`src/rtl/irq_dest_pkg.sv`:
```
package irq_dest_pkg;
  localparam int VEC_LSB   = 0;
  localparam int MODE_LSB  = 8;
  localparam int DMODE_BIT = 11;
  localparam int LEVEL_BIT = 14;
  localparam int TRIG_BIT  = 15;
  localparam int SH_LSB    = 18;
  localparam int DEST_LSB  = 24;

  typedef enum logic [2:0] {
    DM_FIXED  = 3'd0,
    DM_LOWPRI = 3'd1,
    DM_SMI    = 3'd2,
    DM_RSVD   = 3'd3,
    DM_NMI    = 3'd4,
    DM_INIT   = 3'd5,
    DM_START  = 3'd6,
    DM_EXT    = 3'd7
  } dmode_e;

  typedef enum logic [1:0] {
    SH_NONE  = 2'd0,
    SH_SELF  = 2'd1,
    SH_ALL   = 2'd2,
    SH_OTHER = 2'd3
  } short_e;

  localparam logic [3:0] MODEL_FLAT    = 4'hF;
  localparam logic [3:0] MODEL_CLUSTER = 4'h0;
endpackage

```
`src/rtl/irq_dest_match.sv`:
```
module irq_dest_match #(
  parameter int ID_W    = 8,
  parameter int MODEL_W = 4
) (
  input  logic [ID_W-1:0]    dest,
  input  logic               logical,
  input  logic [ID_W-1:0]    phys_id,
  input  logic [ID_W-1:0]    log_dest,
  input  logic [MODEL_W-1:0] model,
  output logic               hit
);
  localparam int HALF = ID_W / 2;
  localparam logic [ID_W-1:0] BCAST = '1;

  logic flat_hit, clus_hit;

  always_comb begin
    flat_hit = (model == irq_dest_pkg::MODEL_FLAT) && ((dest & log_dest) != '0);
    clus_hit = (model == irq_dest_pkg::MODEL_CLUSTER) &&
               (dest[ID_W-1:HALF] == log_dest[ID_W-1:HALF]) &&
               ((dest[HALF-1:0] & log_dest[HALF-1:0]) != '0);
    if (logical) hit = flat_hit || clus_hit;
    else         hit = (dest == BCAST) || (dest == phys_id);
  end
endmodule

```
`src/rtl/irq_dest_pick.sv`:
```
module irq_dest_pick #(
  parameter int N = 8
) (
  input  logic [N-1:0] set_in,
  output logic [N-1:0] first
);
  always_comb begin
    first = '0;
    for (int i = N - 1; i >= 0; i--) begin
      if (set_in[i]) first = '0;
      if (set_in[i]) first[i] = 1'b1;
    end
  end
endmodule

```
`src/rtl/irq_dest_resolver.sv`:
```
module irq_dest_resolver #(
  parameter int N_AGENTS = 8,
  parameter int ID_W     = 8,
  parameter int MODEL_W  = 4,
  parameter int WORD_W   = 32
) (
  input  logic                          clk,
  input  logic                          rst,
  input  logic                          cmd_wr,
  input  logic                          cmd_sel_hi,
  input  logic [WORD_W-1:0]             cmd_wdata,
  input  logic [$clog2(N_AGENTS)-1:0]   sender_idx,
  input  logic [N_AGENTS*ID_W-1:0]      agent_phys_id,
  input  logic [N_AGENTS*ID_W-1:0]      agent_log_dest,
  input  logic [N_AGENTS*MODEL_W-1:0]   agent_model,
  output logic                          res_valid,
  output logic [N_AGENTS-1:0]           res_mask,
  output logic [2:0]                    res_mode,
  output logic [7:0]                    res_vector,
  output logic                          res_trigger,
  output logic                          res_sync_valid,
  output logic [N_AGENTS-1:0]           res_sync_mask
);
  import irq_dest_pkg::*;

  localparam int SIDX_W = $clog2(N_AGENTS);
  localparam logic [N_AGENTS-1:0] ALL_AGENTS = '1;

  logic [WORD_W-1:0]   hi_q;
  logic [ID_W-1:0]     dest;
  logic [N_AGENTS-1:0] addr_hits, target_set, first_set, self_bit;
  logic                launch, dest_logical, is_sync;
  dmode_e              mode;
  short_e              shorthand;

  assign launch       = cmd_wr && !cmd_sel_hi;
  assign dest         = hi_q[DEST_LSB +: ID_W];
  assign dest_logical = cmd_wdata[DMODE_BIT];
  assign mode         = dmode_e'(cmd_wdata[MODE_LSB +: 3]);
  assign shorthand    = short_e'(cmd_wdata[SH_LSB +: 2]);
  assign is_sync      = (mode == DM_INIT) && !cmd_wdata[LEVEL_BIT] && cmd_wdata[TRIG_BIT];
  assign self_bit     = N_AGENTS'(1) << sender_idx;

  always_ff @(posedge clk) begin
    if (rst) hi_q <= '0;
    else if (cmd_wr && cmd_sel_hi) hi_q <= cmd_wdata;
  end

  for (genvar g = 0; g < N_AGENTS; g++) begin : g_agent
    irq_dest_match #(.ID_W(ID_W), .MODEL_W(MODEL_W)) match_i (
      .dest     (dest),
      .logical  (dest_logical),
      .phys_id  (agent_phys_id[g*ID_W +: ID_W]),
      .log_dest (agent_log_dest[g*ID_W +: ID_W]),
      .model    (agent_model[g*MODEL_W +: MODEL_W]),
      .hit      (addr_hits[g])
    );
  end

  always_comb begin
    unique case (shorthand)
      SH_SELF:  target_set = self_bit;
      SH_ALL:   target_set = ALL_AGENTS;
      SH_OTHER: target_set = ALL_AGENTS & ~self_bit;
      default:  target_set = addr_hits;
    endcase
  end

  irq_dest_pick #(.N(N_AGENTS)) pick_i (
    .set_in (target_set),
    .first  (first_set)
  );

  always_ff @(posedge clk) begin
    if (rst) begin
      res_valid      <= 1'b0;
      res_mask       <= '0;
      res_mode       <= 3'd0;
      res_vector     <= 8'd0;
      res_trigger    <= 1'b0;
      res_sync_valid <= 1'b0;
      res_sync_mask  <= '0;
    end else begin
      res_valid      <= 1'b0;
      res_sync_valid <= 1'b0;
      if (launch) begin
        if (is_sync) begin
          res_sync_valid <= 1'b1;
          res_sync_mask  <= target_set;
        end else if (mode != DM_RSVD) begin
          res_valid   <= 1'b1;
          res_mask    <= (mode == DM_LOWPRI) ? first_set : target_set;
          res_mode    <= mode;
          res_vector  <= cmd_wdata[VEC_LSB +: 8];
          res_trigger <= cmd_wdata[TRIG_BIT];
        end
      end
    end
  end

  p_strobe_after_launch_r2: assert property (@(posedge clk) disable iff (rst)
    (res_valid || res_sync_valid) |-> $past(cmd_wr && !cmd_sel_hi));

  p_other_excludes_self_r3: assert property (@(posedge clk) disable iff (rst)
    (res_valid && $past(cmd_wdata[SH_LSB +: 2]) == 2'd3) |-> !res_mask[$past(sender_idx)]);

  p_lowpri_single_r7: assert property (@(posedge clk) disable iff (rst)
    (res_valid && res_mode == 3'd1) |-> $onehot0(res_mask));

  p_sync_no_delivery_r8: assert property (@(posedge clk) disable iff (rst)
    res_sync_valid |-> !res_valid);

  p_reserved_silent_r9: assert property (@(posedge clk) disable iff (rst)
    res_valid |-> res_mode != 3'd3);

  p_sender_in_range: assert property (@(posedge clk) disable iff (rst)
    launch |-> (int'(sender_idx) < N_AGENTS));

  logic unused_sidx;
  assign unused_sidx = ^SIDX_W;
endmodule

```
`config.mk`:
```
export PLATFORM = sky130hd
export DESIGN_NAME = irq_dest_resolver
export DESIGN_NICKNAME = d
export VERILOG_FILES = /design/src/rtl/irq_dest_pkg.sv /design/src/rtl/irq_dest_match.sv /design/src/rtl/irq_dest_pick.sv /design/src/rtl/irq_dest_resolver.sv
export SDC_FILE = /design/constraint.sdc
export NUM_CORES = 1
export LEC_CHECK = 0
export BUFFER_PORTS_ARGS = -buffer_cell sky130_fd_sc_hd__buf_2
export CORE_MARGIN = 2
export CORE_UTILIZATION = 43
export DETAILED_ROUTE_END_ITERATION = 7
export GPL_ROUTABILITY_DRIVEN = 0
export GPL_TIMING_DRIVEN = 0
export PLACE_DENSITY = 0.87
export SYNTH_ARGS = -nofsm -noshare
export SYNTH_HDL_FRONTEND = slang
export SYNTH_SLANG_ARGS = --single-unit
```
`constraint.sdc`:
```
create_clock -name clk -period 3 [get_ports clk]
set_clock_uncertainty 0.2 [all_clocks]
set_input_delay 0.15 -clock clk [delete_from_list [all_inputs] [get_ports clk]]
set_output_delay 0.15 -clock clk [all_outputs]
set_load 0.05 [all_outputs]
```
### Word-level counts from Yosys, hierarchy flattened

Cells that the tools add are included.

| cells by class | value |
|---|---|
| reduce and logical (&&, ||, !) cells | 74 |
| equal/unequal tests | 31 |
| multiplexer cells | 27 |
| shift-type cells | 1 |
| bitwise gates (word level) | 19 |

Operators by type and width:

| operator | count |
|---|---|
| AND 8 bit | 8 |
| == test 8 bit | 8 |
| two-way mux 8 bit | 8 |
| nonzero test 8 bit | 8 |
| AND 4 bit | 8 |
| == test 4 bit | 8 |
| == test 4 bit (second input constant) | 8 |
| logical NOT 4 bit | 8 |
| nonzero test 4 bit | 8 |
| logical AND 1 bit | 28 |
| case mux 8 bit (3 select lines) | 1 |
| two-way mux 1 bit | 18 |
| logical OR 1 bit | 16 |
| == test 8 bit (second input constant) | 1 |
| inverter 8 bit | 1 |
| << shifter 1 x 3 -> 8 bit (first input constant) | 1 |
| == test 2 bit (second input constant) | 2 |
| == test 3 x 1 -> 1 bit (second input constant) | 1 |
| == test 3 bit (second input constant) | 1 |
| != test 3 x 2 -> 1 bit (second input constant) | 1 |
| AND reduction 3 bit | 1 |
| OR reduction 3 bit | 1 |
| == test 2 x 1 -> 1 bit (second input constant) | 1 |
| logical NOT 1 bit | 2 |
| other kinds (3) | 4 |

| word-level totals | value |
|---|---|
| flip-flop bits (word level) | 62 |
| output and inout port bits | 30 |
| word-level logic and storage cells | 160 |
| input port bits | 199 |

### Longest topological paths before layout

Gate-level depths: netlist (run 1).

| logic depth | value |
|---|---|
| depth in word-level cells | 22 |
| gate-level depth with buffers | 9 |
| gate-level depth less buffers | 8 |

### By module

A second synthesis (run 1) with hierarchy kept.

| unflattened totals | value |
|---|---|
| cell total of the unflattened synthesis | 438 |
| area, all modules | 3648.5 um2 |

Modules (own cells, without submodules):

| module | cells each | times used | seq. area each (um2) | area an instance (um2) |
|---|---|---|---|---|
| irq_dest_match | 28 | 8 | 0.0 | 225.2 |
| irq_dest_resolver | 204 | 1 | 760.7 | 1762.9 |
| irq_dest_pick | 10 | 1 | 0.0 | 83.8 |

### Least setup slack after synthesis (run 1)

No wires, ideal clock.

| timing | value |
|---|---|
| kind | reg2reg |
| start | register hi_q[28] |
| end | register res_mask[7] |
| clock period less this slack | 2738 ps |
| path slack | 262 ps |
| cell stages (with the launch flop) | 9 |
| required time | 2683 ps |
| buffers on the path | 0 |
| library setup time | 117 ps |
| data arrival time | 2421 ps |
| cell sequence | dfxtp_1 ha_1 or4_1 a211oi_1 a211oi_1 o31ai_1 or4_1 a2111oi_2 a32o_2 |

| between the ends | value |
|---|---|
| word-level cells in the longest chain between the ends | 15 |
| elaborated cells between the ends (all ways) | 91 |
| those cells by class | eq/ne (17); mux (18); bitwise (8); reduce/logical (48) |

RTL lines:

| item | line | RTL |
|---|---|---|
| start: declaration | irq_dest_resolver.sv:29 | `logic [WORD_W-1:0] hi_q;` |
| start signal: assignment | irq_dest_resolver.sv:46 | `else if (cmd_wr && cmd_sel_hi) hi_q <= cmd_wdata;` |
| AND 8 bit or == test 4 bit (tied branches) | irq_dest_match.sv:18, irq_dest_match.sv:20 |  |
| nonzero test 8 bit or logical AND 1 bit (tied branches) | irq_dest_match.sv:18, irq_dest_match.sv:19 |  |
| logical AND 1 bit (on tied branches) | irq_dest_match.sv:18, irq_dest_match.sv:20 |  |
| logical OR 1 bit | irq_dest_match.sv:22 | `if (logical) hit = flat_hit \|\| clus_hit;` |
| two-way mux 1 bit | irq_dest_match.sv:22 |  |
| case mux 8 bit (3 select lines) * | irq_dest_resolver.sv:61 | `unique case (shorthand)` |
| two-way mux 1 bit | irq_dest_pick.sv:11 | `if (set_in[i]) first[i] = 1'b1;` |
| two-way mux 8 bit (7 in series) | irq_dest_pick.sv:10 | `if (set_in[i]) first = '0;` |
| two-way mux 8 bit * | irq_dest_resolver.sv:92 | `res_mask <= (mode == DM_LOWPRI) ? first_set : target_set;` |
| end signal: assignment | irq_dest_resolver.sv:92 |  |
| end: declaration | irq_dest_resolver.sv:17 | `output logic [N_AGENTS-1:0] res_mask,` |

Every way passes the cells marked *; elsewhere a longest branch is shown, timed or not.
A chain may end at the register's enable or synchronous reset.

### Worst setup path after layout (run 1)

| timing | value |
|---|---|
| start | register hi_q[29] |
| end | register res_mask[7] |

Same word-level chain as after synthesis.

==> results of run 1 <==
==> repair_timing <==
action	4_1_cts	5_1_grt
endpoints found under the setup margin	11	5
resized for setup	16	8
pin swaps	2	4
hold endpoints to repair	20	0
hold buffers	20	0
buffers inserted	0	1
==> routing by layer <==
| layer | up-vias | track usage |
|---|---|---|
| li1 | 1990 | - |
| met1 | 2022 | 0.350 |
| met2 | 290 | 0.601 |
| met3 | 67 | 0.0444 |
| met4 | 0 | 0.146 |
| met5 | - | 0 |
==> power by group <==
| group | internal [mW] | total, mW | leakage [nW] | switching [mW] |
|---|---|---|---|---|
| Clock | 0.333 | 0.527 | 0.0683 | 0.194 |
| Sequential | 0.523 | 0.541 | 0.312 | 0.0185 |
| Combinational | 0.234 | 0.538 | 2.18 | 0.304 |
==> cells in the mapped netlist, drive strengths merged, types with 5 or more instances <==
library cell  number  area (µm²)
a211oi             6        45.0
a21oi             31         155
a22oi             11        82.6
buf               16         113
clkbuf             9        33.8
dfxtp             38         761
ha                32         400
mux2i              8        80.1
nand2             43         161
nand3             13        65.1
nand4              8        50.1
nor2              16        60.1
nor2b              5        31.3
nor3               6        30.0
nor4              29         181
o21ai             11        55.1
o31ai              6        45.0
or4               12        90.1
xor2              68         596
==> cell families after synthesis <==
logic type,after synthesis,share of synthesized area
xor+xnor,72,0.189
flops,38,0.227
fa+ha+maj,32,0.120
simple gates,145,0.232
mux,8,0.0239
compound gates,83,0.164
buf+inv,26,0.0449
==> final cells by class <==
| type | count | area [µm²] |
|---|---|---|
| multi-input cells | 340 | 2530 |
| clock inverters | 3 | 68.8 |
| well taps | 102 | 128 |
| repair buffers | 236 | 1280 |
| clock buffers | 5 | 68.8 |
| inverters | 1 | 3.75 |
| flip-flops and latches | 38 | 773 |
| fillers | 630 | 2640 |
| plain buffers | 25 | 146 |
==> worst min-delay path by stage <==
stage / start / endpoint / slack, ns
6_report: rst / res_vector[0]$_SDFFE_PP0P_ / 0.09
5_1_grt: rst / res_vector[0]$_SDFFE_PP0P_ / 0.11
4_1_cts: cmd_sel_hi / hi_q[30]$_SDFFE_PP0P_ / 0.07
3_5_place_dp: cmd_wdata[1] / res_vector[1]$_SDFFE_PP0P_ / 0.20
3_3_place_gp: cmd_wdata[6] / res_vector[6]$_SDFFE_PP0P_ / 0.19
2_1_floorplan: cmd_wdata[15] / res_trigger$_SDFFE_PP0P_ / 0.09
==> registers in the layout, summed over array words and instances, names as in the netlist <==
name and cells:
res_trigger 1, res_sync_valid 1, res_mode 3, res_vector 8
hi_q 8, res_valid 1, res_sync_mask 8, res_mask 8
==> worst max-delay path: cells and delay by family, from the launching register on <==
kind / cells / cell delay (ns)
flops: 1 / 0.47
simple gates: 1 / 0.52
compound gates: 6 / 1.39
fa+ha+maj: 1 / 0.28
==> impl.org, run 1 <==
** Status
- The run finished with clean final reports.

** Critical path
- At the worst endpoint, the required time is 2.98 ns.
- The worst register-to-register path has a depth of 8.
- Reg2reg start :: hi_q[29]$_SDFFE_PP0P_
- Critical Path, Cell by Cell :: ha_1 > or4_1 > o21ai_0 > a21oi_1 > o31ai_2 > o21a_2 > a2111oi_4 > a32o_2
- In this run the worst setup path begins at hi_q[29]$_SDFFE_PP0P_.
- In this design, the stage delay of the slowest critical-path cell is 0.52 ns.
- Sort of element at the start of the critical path :: register
- By startpoint and endpoint, the worst setup path is classified as register to register.
- Along the worst path, the maximum fanout reaches 9.
- The worst setup path is captured at a register.
- At the worst endpoint, the arrival time is 2.96 ns.
- In this run the critical register-to-register path is captured at res_mask[7]$_SDFFE_PP0P_.
- In this run the worst setup path terminates at res_mask[7]$_SDFFE_PP0P_.
- Slack of the worst reg-to-reg path :: 0.03 ns
- Worst-path cell with the longest stage delay :: or4_1

** Yosys
- The most used flip-flop cell after synthesis is dfxtp_1.
- The number of nets in the synthesized netlist is 635.
- Number of enable-type register cells in the synthesized netlist :: 0
- Average cell area after synthesis :: 8.28 µm²
- Sequential-to-total area share from yosys stat :: 0.227
- For this run, the number of Yosys warnings is 0.
- Post-synthesis instance total :: 404
- In the synthesized netlist the async set-or-reset flop fraction comes to 0.
- Summing every instance area after synthesis gives 3340 µm².
- Counting flops and latches in the post-synthesis netlist gives 38.
- Number of unique standard cell types used by synthesis :: 43

** Routing
- DR top layer :: met4
- Summed over all layers, the routed wires come to 14,100 µm.
- Post-Route M1 WL :: 5150 µm
- DR iter-0 viols :: 208
- DR vias :: 4,369
- Detailed-route DRC error count :: 0
- Summed over all nets, wire length on met2 after detailed routing comes to 7190 µm.
- Drt via density :: 5.83
- Final antenna-violating net count :: 0
- Detailed routing placed a total of 1110 µm of wire on met3.
- The first detailed-routing pass ran for 8 iterations.
- After detailed routing, the average wire length per cell comes to 18.8 µm.

** Cells and area
- For this run, the post-layout net count is 878.
- In the layout the commonest cells are buf_2 (221), xor2_1 (68), nand2_1 (43).
- In the final layout, the share of cells above drive strength 1 is 0.400.
- Area added between synthesis and finish :: 49.6%
- After routing the design area is 5000 µm².
- Number of diodes added for antenna fixing :: 0
- The library cell used most frequently in the layout, excluding fill and tap cells, is buf_2.
- The finished layout holds 750 standard cells, fillers aside.
- Once layout is complete, the utilization of the core stands at 0.654.

** Power
- VDD sags by at most 324 µV.
- For this design the ratio of total power to cell area is 321 nW/µm².
- Lkg Pwr :: 2.56 nW
- Total power for the finished layout comes to 1.61 mW.

** Timing
- Worst-Margin Slew :: 0.692 ns
- Worst hold margin :: 0.0899 ns
- Setup_tns :: 0 ns
- Setup repair after global routing left no endpoint under its margin.
- The max-slew violation count is 0.
- Highest clock frequency the design can meet :: 0.336 GHz
- Period Utilization, post-route :: 0.991
- Final number of setup-violating endpoints :: 0
- For the finished layout, the period the worst path requires is 2.97 ns.
- The number of hold violations in the final report came to 0.
- Final setup margin :: 0.0272 ns
- Max_slew headroom :: 0.534

** Placement
- Worst slack after detailed placement :: -0.568 ns
- The count of buffers added on input and output ports is 215.
- After detailed placement, the design holds a cell count of 721.
- Sum of net half-perimeters after detailed placement :: 10,200 µm
- After detailed placement, the total cell area comes to 4550 µm².

** Die
- Effective utilization at floorplan :: 0.437
- Number of rows created at floorplan :: 32
- Die width :: 92.2 µm
- Top-level I/O count :: 229
- From bottom edge to top edge, the die measures 92.2 µm.
- Die area :: 8500 µm²
- The total area inside the core boundary comes to 7650 µm².

** Global route
- The number of global-route vias before repair was 4,508.
- Global route total overflow :: 0
- Across every metal layer, demand over resource in global routing totals 0.319.
- Pin count of the biggest net entering global routing :: 14
- The first global-routing pass estimated 21,400 µm of wire.
- Number of antenna violations at the first check in global routing :: 0

** Clock tree
- Clock latency at the later pin of the worst-skew pair :: 0.29 ns
- Number of clock sinks :: 38
- After clock tree synthesis, the clock-pin slew on the worst setup and hold paths is 0.09 ns.
- TritonCTS built the clock tree.
- Clock H-tree levels :: 2
- Root buffer selected by CTS :: clkbuf_8
- The clock passes through at most 2 buffers.
- CTS buffer count :: 5

** Hold path
- Worst hold path class :: input port to register
- Counting instances, the worst hold path has a depth of 2.

** Job
- Across the run, the number of max-cap violations was 0.
(Power assumes the default switching activity.)
==> run 2, diff against run 1 <==
--- a/config.mk
+++ b/config.mk
@@ -12,6 +12,7 @@
 export GPL_ROUTABILITY_DRIVEN = 0
 export GPL_TIMING_DRIVEN = 0
 export PLACE_DENSITY = 0.87
+export RECOVER_POWER = 25
 export SYNTH_ARGS = -nofsm -noshare
 export SYNTH_HDL_FRONTEND = slang
 export SYNTH_SLANG_ARGS = --single-unit
==> run 2 against run 1 <==
  * Final cell count is the same
  * Via count is essentially flat
  * Largest cell class unchanged
  * Non-clock buffer count is the same
  * Highest routed layer unchanged
  * Sequential cell count is the same
  * Combinational power is essentially flat
==> impl.org, run 2 (same netlist as run 1, synthesis figures left out) <==
** Hold path
- Hold Path End :: res_vector[0]$_SDFFE_PP0P_
- Critical hold path startpoint :: rst
- Hold-critical path depth :: 2
- Worst hold path class :: input port to register

** Cells and area
- Most common cell after layout, fill and taps aside :: buf_2
- The number of antenna diodes in the final layout is 0.
- Compared with the post-synthesis result, the final layout area differs by 49.1%.
- Number of nets in the layout :: 878
- Design area :: 4990 µm²
- Fraction of final layout cells with drive strength greater than 1 :: 0.377
- Commonest non-fill, non-tap cells in the layout :: buf_2 (206), xor2_1 (68), nand2_1 (43)

** Critical path
- Buffering stage count on the worst path with inverters included :: 0
- Broken down by cell family, the worst path's largest delay share belongs to compound AO/OA/AOI/OAI gates.
- STA classifies the critical path startpoint as a register.
- In this design, the stage delay of the slowest critical-path cell is 0.52 ns.
- Worst-path cell with the longest stage delay :: or4_1
- Critical path data arrival time :: 2.89 ns
- Capture instance of the worst register-to-register path :: res_mask[3]$_SDFFE_PP0P_
- Kind of critical path :: register to register
- Largest fanout of any net on the critical path :: 9
- The setup check on the worst reg-to-reg path leaves a slack of 0.1 ns.
- In this run the worst setup path begins at hi_q[29]$_SDFFE_PP0P_.
- At the worst endpoint, the required time is 2.99 ns.
- In this run the critical register-to-register path is launched from hi_q[29]$_SDFFE_PP0P_.
- Type of element capturing the critical path :: register
- Critical Path, Cell by Cell :: ha_1 > or4_1 > o21ai_0 > a21oi_1 > o31ai_2 > o21a_2 > nor3_1 > a32o_1
- Cell depth of the worst flop-to-flop path :: 8

** Die
- Effective utilization at floorplan :: 0.437
- The die covers 8500 µm².
- Floorplan die height :: 92.2 µm
- The core region is 7650 µm².
- The floorplan has 32 rows.
- In this run the horizontal extent of the chip is 92.2 µm.
- 229 I/O pins were placed.

** Timing
- Worst-Margin Slew :: 0.668 ns
- Worst hold margin :: 0.0844 ns
- The worst pin sits at a relative slew slack of 0.550.
- Setup repair after global routing left no endpoint under its margin.
- The max-slew violation count came to 0.
- Highest clock frequency the design can meet :: 0.345 GHz
- Setup_tns :: 0 ns
- The routed design could run at a clock period as short as 2.90 ns.
- Final Hold Viols :: 0
- Period Utilization, post-route :: 0.967
- Once routing completed, OpenROAD measured the worst setup slack at 0.0978 ns.
- Final number of setup-violating endpoints :: 0

** Clock tree
- Bufs on Longest Clock Path :: 2
- Counting the buffers created by CTS gives 5.
- Number of clock sinks :: 38
- Clock H-tree levels :: 2
- The clock reaches the later pin of the worst-skew pair after 0.29 ns.
- Post-CTS clock slew at the launch and capture registers of the worst setup and hold paths :: 0.09 ns
- CTS tree :: done
- Root buffer selected by CTS :: clkbuf_8

** Power
- Power density over the cells :: 322 nW/µm²
- Lkg Pwr :: 2.49 nW
- Highest ir drop seen on vdd :: 322 µV
- After layout, the design draws a total of 1.60 mW.

** Global route
- Global-route wire length before repair :: 21,400 µm
- The initial antenna violation count was 0.
- The number of global-route vias before repair came to 4,508.
- For this run, the total global-route usage over all layers was measured as 0.319.
- The total overflow left after global routing is 0.
- Pin count of the biggest net entering global routing :: 14

** Placement
- Prior to clock tree synthesis, the placed netlist has a worst setup slack of -0.568 ns.
- Sum of net half-perimeters after detailed placement :: 10,200 µm
- Placed cell areas :: 4550 µm²
- In this run the tool buffered the top-level ports with 215 buffer cells.

** Routing
- Wire per inst :: 18.8 µm
- The routed layout has 4,372 vias.
- Routed Wire Length :: 14,100 µm
- Drt via density :: 5.83
- Detailed-route DRC error count :: 0
- TritonRoute pass-1 iters :: 5
- Final antenna-violating net count :: 0
- DR iter-0 viols :: 203

** Status
- Run status :: complete, no violations

** Job
- Number of max-capacitance violations reported :: 0
==> run 2: changes by cell type in the layout (fill, tap and decap cells not counted) <==
cell      previous run  this run
buf_2              221       206
clkbuf_1             9        24
==> run 2: worst register-to-register path: cells and delay by family, from the launching register on <==
family	cells	cell delay, ns
fa+ha+maj	1	0.29
flops	1	0.47
simple gates	2	0.62
compound gates	5	1.23
==> run 2: repair_timing <==
| action | CTS | global route |
|---|---|---|
| cloned | 0 | 0 |
| hold endpoints to repair | 20 | 0 |
| hold buffers | 20 | 0 |
| endpoints found under the setup margin | 11 | 5 |
| resized for setup | 16 | 8 |
| buffers inserted | 0 | 1 |
| pin swaps | 2 | 4 |
==> run 2: through the flow <==
step | utilization | cells
finish | 0.652 | 750
global route | 0.652 | 750
CTS | 0.648 | 749
detailed placement | 0.595 | 721
global placement | 0.595 | 721
floorplan | - | 404
==> run 2: worst max path at each step <==
stage	end	slack [ns]	cells past startpoint
6_report	res_mask[3]$_SDFFE_PP0P_	0.1	8
5_1_grt	res_mask[7]$_SDFFE_PP0P_	0.008	8
4_1_cts	res_mask[7]$_SDFFE_PP0P_	0.01	8
3_5_place_dp	res_mask[7]$_SDFFE_PP0P_	-0.57	8
3_3_place_gp	res_mask[7]$_SDFFE_PP0P_	-0.53	8
2_1_floorplan	res_mask[7]$_SDFFE_PP0P_	0.26	8
==> run 2: report_power, final <==
part           internal, mW  switching, mW  total (mW)
clock                 0.333          0.194       0.527
sequential            0.523         0.0187       0.541
combinational         0.233          0.304       0.536
total                  1.09          0.516        1.60
==> run 2: final cells by class <==
class	count	area, µm²
Fill cell	639	2660
Timing Repair Buffer	236	1260
Sequential cell	38	773
Buffer	25	146
Tap cell	102	128
Inverter	1	3.75
Clock buffer	5	68.8
Multi-Input combinational cell	340	2530
Clock inverter	3	68.8
==> run 2: routing by layer <==
layer  part of all wire  vias up  track usage
li1                   -     1992            -
met1               0.37     2030        0.350
met2               0.51      285        0.601
met3              0.074       65       0.0444
met4              0.046        0        0.146
met5                  0        -            0
==> run 3, diff against run 2 <==
==> constraint.sdc (replaced) <==
create_clock -name clk -period 3 [get_ports clk]
set_clock_uncertainty 0.2 [all_clocks]
set_input_delay 0.15 -clock clk [delete_from_list [all_inputs] [get_ports clk]]
set_output_delay 0.15 -clock clk [all_outputs]
set_load 0.005 [all_outputs]
==> run 3 against run 2 <==
  * Core utilization rose by 0.15 points
  * Non-clock buffer count stayed put
  * Worst hold slack improved by 0.0016 ns
  * Sequential share of layout area is essentially flat
  * Critical path depth unchanged
  * Combinational power down 9.1%
  * Sequential power about the same
  * Count of clock-buffer cells in the layout did not move
==> impl.org, run 3 (same netlist as run 1, synthesis figures left out) <==
** Status
- The run finished with clean final reports.

** Die
- Effective utilization at floorplan :: 0.437
- Number of rows created at floorplan :: 32
- CORE AREA :: 7650 µm²
- Measured along the y axis, the die boundary spans 92.2 µm.
- Die width :: 92.2 µm
- Die area :: 8500 µm²
- In this run the count of I/O pins placed on the die edge is 229.

** Cells and area
- The finished cells cover 5000 µm².
- Once layout is complete, the utilization of the core stands at 0.653.
- Compared with the post-synthesis result, the final layout area differs by 49.4%.
- Fraction of final layout cells with drive strength greater than 1 :: 0.390
- The library cell used most frequently in the layout, excluding fill and tap cells, is buf_2.
- The top cell types in the final layout, fill and taps aside, are buf_2 (215), xor2_1 (68), nand2_1 (43).
- Number of nets in the layout :: 878
- FILL cells :: 631
- Number of diodes added for antenna fixing :: 0
- The multi-input combinational cells in the finished layout cover a total of 2530 µm².
- Footprint of the flip-flops and latches :: 773 µm²

** Clock tree
- Clock-pin slew was measured on the worst setup and hold paths at 0.09 ns.
- CTS built an H-tree with a depth of 2.
- CTS tree :: done
- CTS buffer count :: 5
- Bufs on Longest Clock Path :: 2
- Clock latency on the worst-skew pair, taken at its later pin, is 0.29 ns.
- Root buffer selected by CTS :: clkbuf_8
- CTS saw 38 sinks.

** Routing
- After the first detailed-routing iteration, the DRC count stood at 200.
- After detailed routing, the average wire length per cell comes to 18.7 µm.
- Final antenna-violating net count :: 0
- Using the TritonRoute via totals, the vias-per-cell ratio works out to 5.81.
- For this block, the via count after detailed routing is 4,360.
- Detailed-route DRC error count :: 0
- Summed over all layers, the routed wires come to 14,100 µm.
- TritonRoute pass-1 iters :: 6

** Critical path
- At the worst endpoint, the required time is 2.98 ns.
- Sort of element at the start of the critical path :: register
- By startpoint and endpoint, the worst setup path is classified as register to register.
- Critical path data arrival time :: 2.95 ns
- Of all nets on the critical path, the largest fanout is 9.
- Type of element capturing the critical path :: register

** Power
- Power spread over the standard cell area amounts to 311 nW/µm².
- Across the VDD grid, the largest voltage drop is 319 µV.
- Summed over all cells, the static leakage comes to 2.53 nW.
- Design Power :: 1.56 mW

** Global route
- Global-route wire length before repair :: 21,400 µm
- Met1 demand-to-capacity share in global routing :: 0.350
- For met3 alone, demand over resource in global routing was 0.0444.
- Gr busiest metal :: met2
- After global routing the overflow that remains totals 0.
- The number of global-route vias before repair came to 4,508.
- The initial antenna violation count came to 0.
- For this run, global-route usage on met2 was measured as 0.601.
- Across every metal layer, demand over resource in global routing totals 0.319.
- Entering global routing, the biggest net connects 14 pins.

** Timing
- In the finished design, the share of the clock period the worst path needs comes to 0.990.
- Highest clock frequency the design can meet :: 0.337 GHz
- Setup repair after global routing left no endpoint under its margin.
- Shortest clock period the worst path allows after layout :: 2.97 ns
- Final Max Tran Viols :: 0
- For the pin with the worst max-slew slack, the measured transition is 0.698 ns.
- After routing, the total negative slack on setup checks comes to 0 ns.
- Setup violations remaining at the end of the flow were counted as 0.
- Headroom to the max-slew limit came out at 0.530.
- Final Hold Viols :: 0
- Final setup margin :: 0.0306 ns

** Placement
- Prior to clock tree synthesis, the placed netlist has a worst setup slack of -0.568 ns.
- In this run the cell area measured after placement is 4550 µm².
- Summed over all nets, the half-perimeter wirelength after detailed placement is 10,200 µm.
- Number of port buffers :: 215

** Job
- Number of max-capacitance violations reported :: 0

** Hold path
- Worst hold path class :: input port to register
run 3: stage by stage:
stage / instances / hold slack (ns)
final: 750 / 0.0859
after global routing: 750 / 0.112
after CTS: 749 / 0.0711
after detailed placement: 721 / 0.199
after global placement: 721 / 0.190
after floorplan: 404 / 0.0860
run 3: path summary, 6_finish.rpt:
kind                            start                    endpoint  slack (ns)  cells past startpoint
max             hi_q[29]$_SDFFE_PP0P_    res_mask[3]$_SDFFE_PP0P_        0.03                      8
min                               rst  res_vector[0]$_SDFFE_PP0P_        0.09                      2
max reg2reg     hi_q[29]$_SDFFE_PP0P_    res_mask[3]$_SDFFE_PP0P_        0.03                      8
min reg2reg  res_mask[2]$_SDFFE_PP0P_    res_mask[2]$_SDFFE_PP0P_        0.26                      2
run 3: critical path: stages (launching register included):
cell	delay, ns
dfxtp_2	0.47
ha_1	0.28
or4_1	0.52
o21ai_0	0.23
a21oi_1	0.16
o31ai_2	0.37
o21a_2	0.26
nor3_1	0.10
a32o_1	0.27
run 3: layout make-up:
class                   count  share of cell area
multi-input cells         340               0.507
repair buffers            236               0.255
flip-flops and latches     38               0.155
plain buffers              25              0.0293
well taps                 102              0.0255
clock buffers               5              0.0138
clock inverters             3              0.0138
inverters                   1            0.000751
run 3: repair_timing:
action | CTS | global route
gates resized for setup | 16 | 8
hold endpoints to repair | 20 | 0
setup endpoints to repair | 11 | 5
hold buffers | 20 | 0
gates cloned | 0 | 0
setup buffers | 0 | 1
pin swaps | 2 | 4
run 3: per-layer routing:
metal | vias up | part of all wire
met1 | 2030 | 0.37
li1 | 1990 | -
met3 | 65 | 0.077
met5 | - | 0
met2 | 275 | 0.51
met4 | 0 | 0.044
run 3: power by group:
group	total, mW	leakage [nW]	internal (mW)	switching [mW]
Combinational	0.487	2.15	0.233	0.254
Clock	0.527	0.0683	0.333	0.194
Sequential	0.541	0.312	0.523	0.0186
Total	1.56	2.53	1.09	0.466
